--- src/rtl/lpbk_pkg.sv ---
package lpbk_pkg;
  parameter int DEV_W  = 5;
  parameter int ADDR_W = 16;
  parameter int DATA_W = 16;
  parameter int BIT_W  = $clog2(DATA_W);
  parameter int STEP_W = 2;

  typedef enum logic [2:0] {
    ST_IDLE,
    ST_LOCK,
    ST_RD_REQ,
    ST_RD_WAIT,
    ST_WR_REQ,
    ST_WR_WAIT,
    ST_FINISH
  } seq_state_e;

  // One step of a sequence: where to go, which bit, and how it ends
  typedef struct packed {
    logic [DEV_W-1:0]  dev;
    logic [ADDR_W-1:0] addr;
    logic [BIT_W-1:0]  bitpos;
    logic              rd_only;
    logic              last;
  } step_t;
endpackage

--- src/rtl/lpbk_step_table.sv ---
module lpbk_step_table
  import lpbk_pkg::*;
#(
  parameter logic [DEV_W-1:0]  XS_DEV    = 5'd4,
  parameter logic [DEV_W-1:0]  PMA_DEV   = 5'd1,
  parameter logic [ADDR_W-1:0] VEND_REG  = 16'hC000,
  parameter logic [ADDR_W-1:0] LPEN_REG  = 16'hC017,
  parameter logic [ADDR_W-1:0] CTRL_REG  = 16'h0000,
  parameter logic [ADDR_W-1:0] ID_REG    = 16'h0002,
  parameter logic [BIT_W-1:0]  SIMPLE_BIT = 4'd14,
  parameter logic [BIT_W-1:0]  VEND_BIT   = 4'd15,
  parameter logic [BIT_W-1:0]  LPEN_BIT   = 4'd2,
  parameter logic [BIT_W-1:0]  CTRL_BIT   = 4'd0
) (
  input  logic              probe,
  input  logic              enable,
  input  logic              id_match,
  input  logic [STEP_W-1:0] step,
  output step_t             cur
);
  step_t vend_s, lpen_s;

  always_comb begin
    vend_s = '{dev: XS_DEV,  addr: VEND_REG, bitpos: VEND_BIT, rd_only: 1'b0, last: 1'b0};
    lpen_s = '{dev: PMA_DEV, addr: LPEN_REG, bitpos: LPEN_BIT, rd_only: 1'b0, last: 1'b0};
    cur    = '{dev: XS_DEV,  addr: VEND_REG, bitpos: SIMPLE_BIT, rd_only: 1'b0, last: 1'b1};
    if (probe) begin
      case (step)
        2'd0: cur = '{dev: PMA_DEV, addr: ID_REG, bitpos: '0, rd_only: 1'b1, last: 1'b0};
        2'd1: begin
          if (id_match)
            cur = '{dev: PMA_DEV, addr: CTRL_REG, bitpos: CTRL_BIT, rd_only: 1'b0, last: 1'b1};
          else
            cur = enable ? lpen_s : vend_s;   // disable walks the pair in reverse
        end
        default: begin
          cur      = enable ? vend_s : lpen_s;
          cur.last = 1'b1;
        end
      endcase
    end
  end
endmodule

--- src/rtl/lpbk_bit_mod.sv ---
module lpbk_bit_mod
  import lpbk_pkg::*;
(
  input  logic [DATA_W-1:0] rd_val,
  input  logic [BIT_W-1:0]  bitpos,
  input  logic              set,
  output logic [DATA_W-1:0] wr_val
);
  logic [DATA_W-1:0] mask;

  always_comb begin
    mask   = {{(DATA_W-1){1'b0}}, 1'b1} << bitpos;
    wr_val = set ? (rd_val | mask) : (rd_val & ~mask);
  end
endmodule

--- src/rtl/phy_lpbk_seq.sv ---
module phy_lpbk_seq
  import lpbk_pkg::*;
#(
  parameter logic [DATA_W-1:0] ID_MATCH_A = 16'h0043,
  parameter logic [DATA_W-1:0] ID_MATCH_B = 16'h0240
) (
  input  logic              clk,
  input  logic              rst_n,
  input  logic              start,
  input  logic              lb_enable,
  input  logic              probe_mode,
  output logic              lock_req,
  input  logic              lock_grant,
  input  logic              lock_deny,
  output logic              req_valid,
  input  logic              req_ready,
  output logic              req_write,
  output logic [DEV_W-1:0]  req_dev,
  output logic [ADDR_W-1:0] req_addr,
  output logic [DATA_W-1:0] req_wdata,
  input  logic              rsp_valid,
  input  logic [DATA_W-1:0] rsp_rdata,
  input  logic              rsp_err,
  output logic              done,
  output logic              error
);
  seq_state_e        state_q;
  logic [STEP_W-1:0] step_q;
  logic              on_q, probe_q, id_match_q, err_q;
  logic [DATA_W-1:0] wdata_q, mod_val;
  step_t             cur;

  lpbk_step_table u_table (
    .probe    (probe_q),
    .enable   (on_q),
    .id_match (id_match_q),
    .step     (step_q),
    .cur      (cur)
  );

  lpbk_bit_mod u_mod (
    .rd_val (rsp_rdata),
    .bitpos (cur.bitpos),
    .set    (on_q),
    .wr_val (mod_val)
  );

  always_ff @(posedge clk) begin
    if (!rst_n) begin
      state_q    <= ST_IDLE;
      step_q     <= '0;
      on_q       <= 1'b0;
      probe_q    <= 1'b0;
      id_match_q <= 1'b0;
      err_q      <= 1'b0;
      wdata_q    <= '0;
    end else begin
      case (state_q)
        ST_IDLE: if (start) begin
          on_q       <= lb_enable;
          probe_q    <= probe_mode;
          step_q     <= '0;
          err_q      <= 1'b0;
          id_match_q <= 1'b0;
          state_q    <= ST_LOCK;
        end
        ST_LOCK: begin
          if (lock_deny) begin
            err_q   <= 1'b1;
            state_q <= ST_FINISH;
          end else if (lock_grant) begin
            state_q <= ST_RD_REQ;
          end
        end
        ST_RD_REQ: if (req_ready) state_q <= ST_RD_WAIT;
        ST_RD_WAIT: if (rsp_valid) begin
          if (rsp_err) begin
            err_q   <= 1'b1;
            state_q <= ST_FINISH;
          end else if (cur.rd_only) begin
            id_match_q <= (rsp_rdata == ID_MATCH_A) || (rsp_rdata == ID_MATCH_B);
            step_q     <= step_q + 1'b1;
            state_q    <= ST_RD_REQ;
          end else begin
            wdata_q <= mod_val;
            state_q <= ST_WR_REQ;
          end
        end
        ST_WR_REQ: if (req_ready) state_q <= ST_WR_WAIT;
        ST_WR_WAIT: if (rsp_valid) begin
          if (rsp_err) begin
            err_q   <= 1'b1;
            state_q <= ST_FINISH;
          end else if (cur.last) begin
            state_q <= ST_FINISH;
          end else begin
            step_q  <= step_q + 1'b1;
            state_q <= ST_RD_REQ;
          end
        end
        ST_FINISH: state_q <= ST_IDLE;
        default:   state_q <= ST_IDLE;
      endcase
    end
  end

  always_comb begin
    lock_req  = (state_q != ST_IDLE) && (state_q != ST_FINISH);
    req_valid = (state_q == ST_RD_REQ) || (state_q == ST_WR_REQ);
    req_write = (state_q == ST_WR_REQ);
    req_dev   = cur.dev;
    req_addr  = cur.addr;
    req_wdata = wdata_q;
    done      = (state_q == ST_FINISH);
    error     = (state_q == ST_FINISH) && err_q;
  end

  AST_REQ_HOLD: assert property (@(posedge clk) disable iff (!rst_n)
    req_valid && !req_ready |=> req_valid && $stable(req_write) && $stable(req_dev)
      && $stable(req_addr) && $stable(req_wdata));
  AST_REQ_UNDER_LOCK: assert property (@(posedge clk) disable iff (!rst_n)
    req_valid |-> lock_req);
  AST_DONE_SINGLE: assert property (@(posedge clk) disable iff (!rst_n)
    done |=> !done);
  AST_DONE_UNLOCKED: assert property (@(posedge clk) disable iff (!rst_n)
    done |-> !lock_req && !req_valid);
  AST_ERR_QUALIFIED: assert property (@(posedge clk) disable iff (!rst_n)
    error |-> done);
  AST_ABORT_STOPS: assert property (@(posedge clk) disable iff (!rst_n)
    rsp_valid && rsp_err && lock_req |=> !req_valid);
  AST_WR_AFTER_RD: assert property (@(posedge clk) disable iff (!rst_n)
    $rose(req_write) |-> $stable(req_dev) && $stable(req_addr));
endmodule

--- config.mk ---
export PLATFORM = sky130hd
export DESIGN_NAME = phy_lpbk_seq
export DESIGN_NICKNAME = d
export VERILOG_FILES = /design/src/rtl/lpbk_pkg.sv /design/src/rtl/lpbk_step_table.sv /design/src/rtl/lpbk_bit_mod.sv /design/src/rtl/phy_lpbk_seq.sv
export SDC_FILE = /design/constraint.sdc
export NUM_CORES = 1
export LEC_CHECK = 0
export BUFFER_PORTS_ARGS = -buffer_cell sky130_fd_sc_hd__buf_4
export CAP_MARGIN = 30
export CORE_MARGIN = 4
export CORE_UTILIZATION = 40
export CTS_BUF_LIST = sky130_fd_sc_hd__clkbuf_8
export CTS_CLUSTER_DIAMETER = 200
export CTS_CLUSTER_SIZE = 20
export DETAILED_ROUTE_END_ITERATION = 8
export PLACE_DENSITY = 0.73
export SYNTH_ARGS = -nofsm -noshare
export SYNTH_HDL_FRONTEND = slang
export SYNTH_SLANG_ARGS = --single-unit
--- constraint.sdc ---
create_clock -name clk -period 1.6 [get_ports clk]
set_input_delay 0.16 -clock clk [delete_from_list [all_inputs] [get_ports clk]]
set_output_delay 0.16 -clock clk [all_outputs]
set_load 0.05 [all_outputs]
-- Word level (Yosys, flattened, before mapping)
Index checks and enable logic that the tools add are counted.
- flip-flop bits (word level): 25
- input port bits: 26
- output and inout port bits: 42
- logic and storage cells: 89
- add/sub/neg operators: 1
- equal/unequal tests: 23
- shifts and indexed selects: 1
- mux-type cells: 35
- bitwise logic cells: 5
- reductions and logical operators: 17
- operators by type and width (kind ; number):
    $mux W27 ; 2
    $pmux W27 S2 ; 1
    $mux W25 ; 2
    $mux W3 ; 11
    $ne A2 B2 Y1 const B ; 10
    $pmux W3 S6 ; 1
    $and A16 B16 Y16 ; 1
    $eq A16 B10 Y1 const B ; 1
    $eq A16 B7 Y1 const B ; 1
    $mux W16 ; 1
    $not A16 Y16 ; 1
    $or A16 B16 Y16 ; 1
    $shl A1 B4 Y16 const A ; 1
    $mux W2 ; 7
    $reduce_and A5 Y1 ; 2
    $eq A3 B3 Y1 const B ; 3
    $reduce_bool A3 Y1 ; 3
    $reduce_and A8 Y1 ; 1
    $mux W1 ; 7
    $eq A3 B2 Y1 const B ; 2
    $ne A3 B3 Y1 const B ; 2
    $pmux W2 S3 ; 1
    $reduce_and A6 Y1 ; 1
    $ne A2 B1 Y1 const B ; 2
    14 further kinds ; 17

-- Depth between registers and ports, before layout
- depth after elaboration: 8
- depth in mapped cells: 8
- gate-level depth less buffers: 7

-- Hierarchy
A second synthesis with hierarchy kept.
- cell total of the unflattened synthesis: 204
- area, all modules: 1983.2 um2
- modules (own cells, without submodules) (module ; times used ; cells an instance ; area an instance (um2) ; seq. area each (um2)):
    phy_lpbk_seq ; 1 ; 131 ; 1263.7 ; 500.5
    lpbk_bit_mod ; 1 ; 37 ; 461.7 ; 0.0
    lpbk_step_table ; 1 ; 36 ; 257.7 ; 0.0

-- Worst setup path after synthesis
OpenSTA, ideal clock, no wires.
- path type: reg-to-output
- from: reg step_q[0]
- to: out req_addr[15]
- arrival: 2.454 ns
- data required time: 1.440 ns
- slack: -1.014 ns
- cell stages (with the launch flop): 6
- buffers on the path: 1
- cells stage by stage: dfxtp_1 -> inv_1 -> ha_1 -> nor2b_1 -> o21ai_0 -> buf_4
- word-level cells in the longest chain between the ends: 3
- elaborated cells on any way between the ends: 4
- those cells by class: 1 x eq/ne; 2 x mux; 1 x reduce/logical
- ends and longest elaborated chain (what ; line ; source):
    start: declaration ; phy_lpbk_seq.sv:28 ; logic [STEP_W-1:0] step_q;
    start signal: assignment ; phy_lpbk_seq.sv:82 ; step_q <= step_q + 1'b1;
    start signal: assignment ; phy_lpbk_seq.sv:97 ; step_q <= step_q + 1'b1;
    $eq A2 B1 Y1 / $logic_not A2 Y1 (equally long branches) ; lpbk_step_table.sv:28 ; case (step)
    $pmux W27 S2 (*) ; lpbk_step_table.sv:28 ;
    $mux W27 (*) ; lpbk_step_table.sv:27 ; if (probe) begin
    end: declaration ; phy_lpbk_seq.sv:19 ; output logic [ADDR_W-1:0] req_addr,
Every way passes the cells marked *; elsewhere a longest branch is shown, timed or not.

-- Worst setup path after layout
- from: reg step_q[1]
- to: out req_addr[1]
The elaborated chain is that of the path after synthesis.

==> out/results.ini <==
[final_layout]
nFillCells=300
fin_nets=301
num_antenna_cells=0
area_delta_synth_final_pct=59.45
post_route_cells_drive_above_1_share_pct=45.96

[die]
rows=21
core_um2=3468
die_y_um=69.17
die_area_um2=4784
die_w_um=69.17
num_io_pins=68
start_util_pct=43.15

[global_routing]
grt.total_usage_pct=19.39
grt_antenna_before_repair=0
grt_max_degree=19
grt_pass1_wl_mm=7.645
grt_pass1_vias=1634
grt_remaining_overflow=0

[clock_tree]
cts_hold_buf=0
cts_num_sinks=25
clkLatencyLatePin_ps=290
cts_tree=done
cts_made_buffers=3
cts_root_buf=clkbuf_8
clock_path_buffers=2
cts_max_level=1
clk_pin_slew_worst_paths_ps=100

[synth]
netlist_top_cells_count=nand2_1, dfxtp_1, a21oi_1
yosysMostFrequentCell=nand2_1
synth_top_area_share_pct=33.44
avgSynthCellArea_um2=7.635
ys_ff_latch=25
synth_largest_area_cell=dfxtp_1
synth_ff_type=dfxtp_1
syn-cell-area_um2=1496
yosysWarnings=0
synthTopCellsByArea=dfxtp_1, buf_4, nand2_1
ys_types=40
async_flop_share_pct=0
synth_edf_count=0
synth_cells=196
yosysSeqAreaShare_pct=33.44

[sta]
fmax_ghz=0.5824
period_share_pct=107.3
final_max_slew_viol_count=0
setup_viol_count_final=13
finalWorstSetupSlack_ps=-117.0
min_period_ps=1717
rsz0062_at_grt=yes
fin_skew_ps=6.247
hold_slack_ps=101.7
final-hold-violation-count=0

[setup_path]
r2r-start=step_q[1]$_SDFFE_PN0P_
crit_type=reg2out
crit_arrival_ps=1560
endpoint_kind=primary output
regToRegSetupSlack_ps=-30
critPathLaunchType=flop
r2r-end=step_q[1]$_SDFFE_PN0P_
worstRegToRegCells=8
critPathLaunch=step_q[1]$_SDFFE_PN0P_
critical_path_required_ps=1440
crit_path_max_fanout=4

[pwr]
ir_drop_mv=0.9402
power.leakage_uw=0.001035
powerDensity_nw_per_um2=1280

[run]
maxCapViolCount=0

[place]
place_hpwl_mm=3.236
place_ws_ps=-77.36
gp_congestion=0.8265
port_buffers=54

[drt]
viasPerCell=5.189
ant_nets=0
drt_iter0_markers=67
drc=0
routed_wl_mm=4.631
wl_per_cell_um=14.56
first_pass_iters=4
vias=1650

[hold_path]
whs_path_depth=3
hold_end=on_q$_SDFFE_PN0P_
hold_class=in2reg
min_from=lb_enable

[run_status]
status=finished, violations left
violations=negative setup slack

## critical path, cell delays in order (launching register included)
cell     delay [ps]
dfxtp_2         340
inv_2            50
ha_4            170
nor2b_4         130
and2_4          160
o31a_4          270
buf_8           150
## flip-flops by register name, summed over array words and instances, names as in the netlist
name        flops
err_q           1
id_match_q      1
on_q            1
probe_q         1
req_wdata      16
state_q         3
step_q          2
## repair_timing
item / CTS / global route
endpoints found under the setup margin: 15 / 28
pin swaps: 10 / 10
buffers inserted: 8 / 5
resized for setup: 45 / 13
## worst max path at each step
stage                                  end  slack (ps)
detailed placement  step_q[1]$_SDFFE_PN0P_         -80
CTS                            req_addr[1]        -110
finish                         req_addr[1]        -120
global route                   req_addr[1]        -170
floorplan                     req_addr[15]         -20
global placement    step_q[1]$_SDFFE_PN0P_         -10
## area by class of cell
| class | count | area [µm²] | area share (%) |
|---|---|---|---|
| inverter | 5 | 18.77 | 0.7866 |
| clock buffer | 3 | 41.29 | 1.730 |
| clock inverter | 1 | 7.507 | 0.3146 |
| timing repair buffer | 87 | 748.2 | 31.36 |
| tap | 46 | 57.56 | 2.412 |
| multi-input combinational | 151 | 1001 | 41.95 |
| sequential | 25 | 511.7 | 21.45 |
## cells by family (layout without fill, tap and decap cells)
family / after synthesis / after routing / synth area share, %
and+or+nand+nor: 84 / 84 / 28.51
AOI/OAI and AO/OA: 46 / 46 / 19.90
buffers and inverters: 32 / 96 / 12.29
DFF: 25 / 25 / 33.44
muxes: 5 / 5 / 3.345
adders and majority gates: 2 / 2 / 1.672
other: 1 / 13 / 0.2506
xor gates and xnor gates: 1 / 1 / 0.5854
## layout by cell type (no fill, tap or decap), types with 2 or more instances in the layout
cell type,instances
nand3b_1,2
inv_1,3
buf_6,10
nor4_1,3
dfxtp_1,20
buf_4,70
nand2b_4,2
o31ai_1,2
conb_1,13
a211oi_1,3
nor3_1,6
nand2b_1,4
nor2b_4,2
nand3_1,6
nand2_4,2
nor2b_1,2
dfxtp_4,2
nor2_1,13
a221oi_1,2
dfxtp_2,3
buf_8,6
o21ai_1,5
nand2_1,29
o21ai_2,3
a21oi_1,18
mux2i_1,5
inv_2,2
clkbuf_8,3
## report_power, final
part           switching [µW]  leakage (µW)  total (µW)  internal (µW)
Clock                     229     0.0000217         406            178
Sequential               75.5      0.000205         770            695
Combinational            1020      0.000808        1880            854
## metrics by stage
step / util, % / cells / power [µW] / TNS (ps) / cell area (µm²)
2_1_floorplan: - / 208 / 1793 / -63.30 / 1584
3_3_place_gp: 58.95 / 302 / 2221 / -15.66 / 2044
3_5_place_dp: 58.95 / 302 / 2240 / -219.3 / 2044
4_1_cts: 66.77 / 314 / 2921 / -611.4 / 2316
5_1_grt: 68.80 / 318 / 3212 / -2223 / 2386
6_report: 68.80 / 318 / 3053 / -790.6 / 2386
## layer usage
metal	global-route usage [%]	wire (µm)	share of wire (%)	up-vias
met5	0	0	0	-
met2	34.00	2394	52	61
li1	-	-	-	807
met1	22.68	1870	40	771
met3	3.343	237	5.1	11
met4	9.111	128	2.8	0
(Power assumes the default switching activity.)
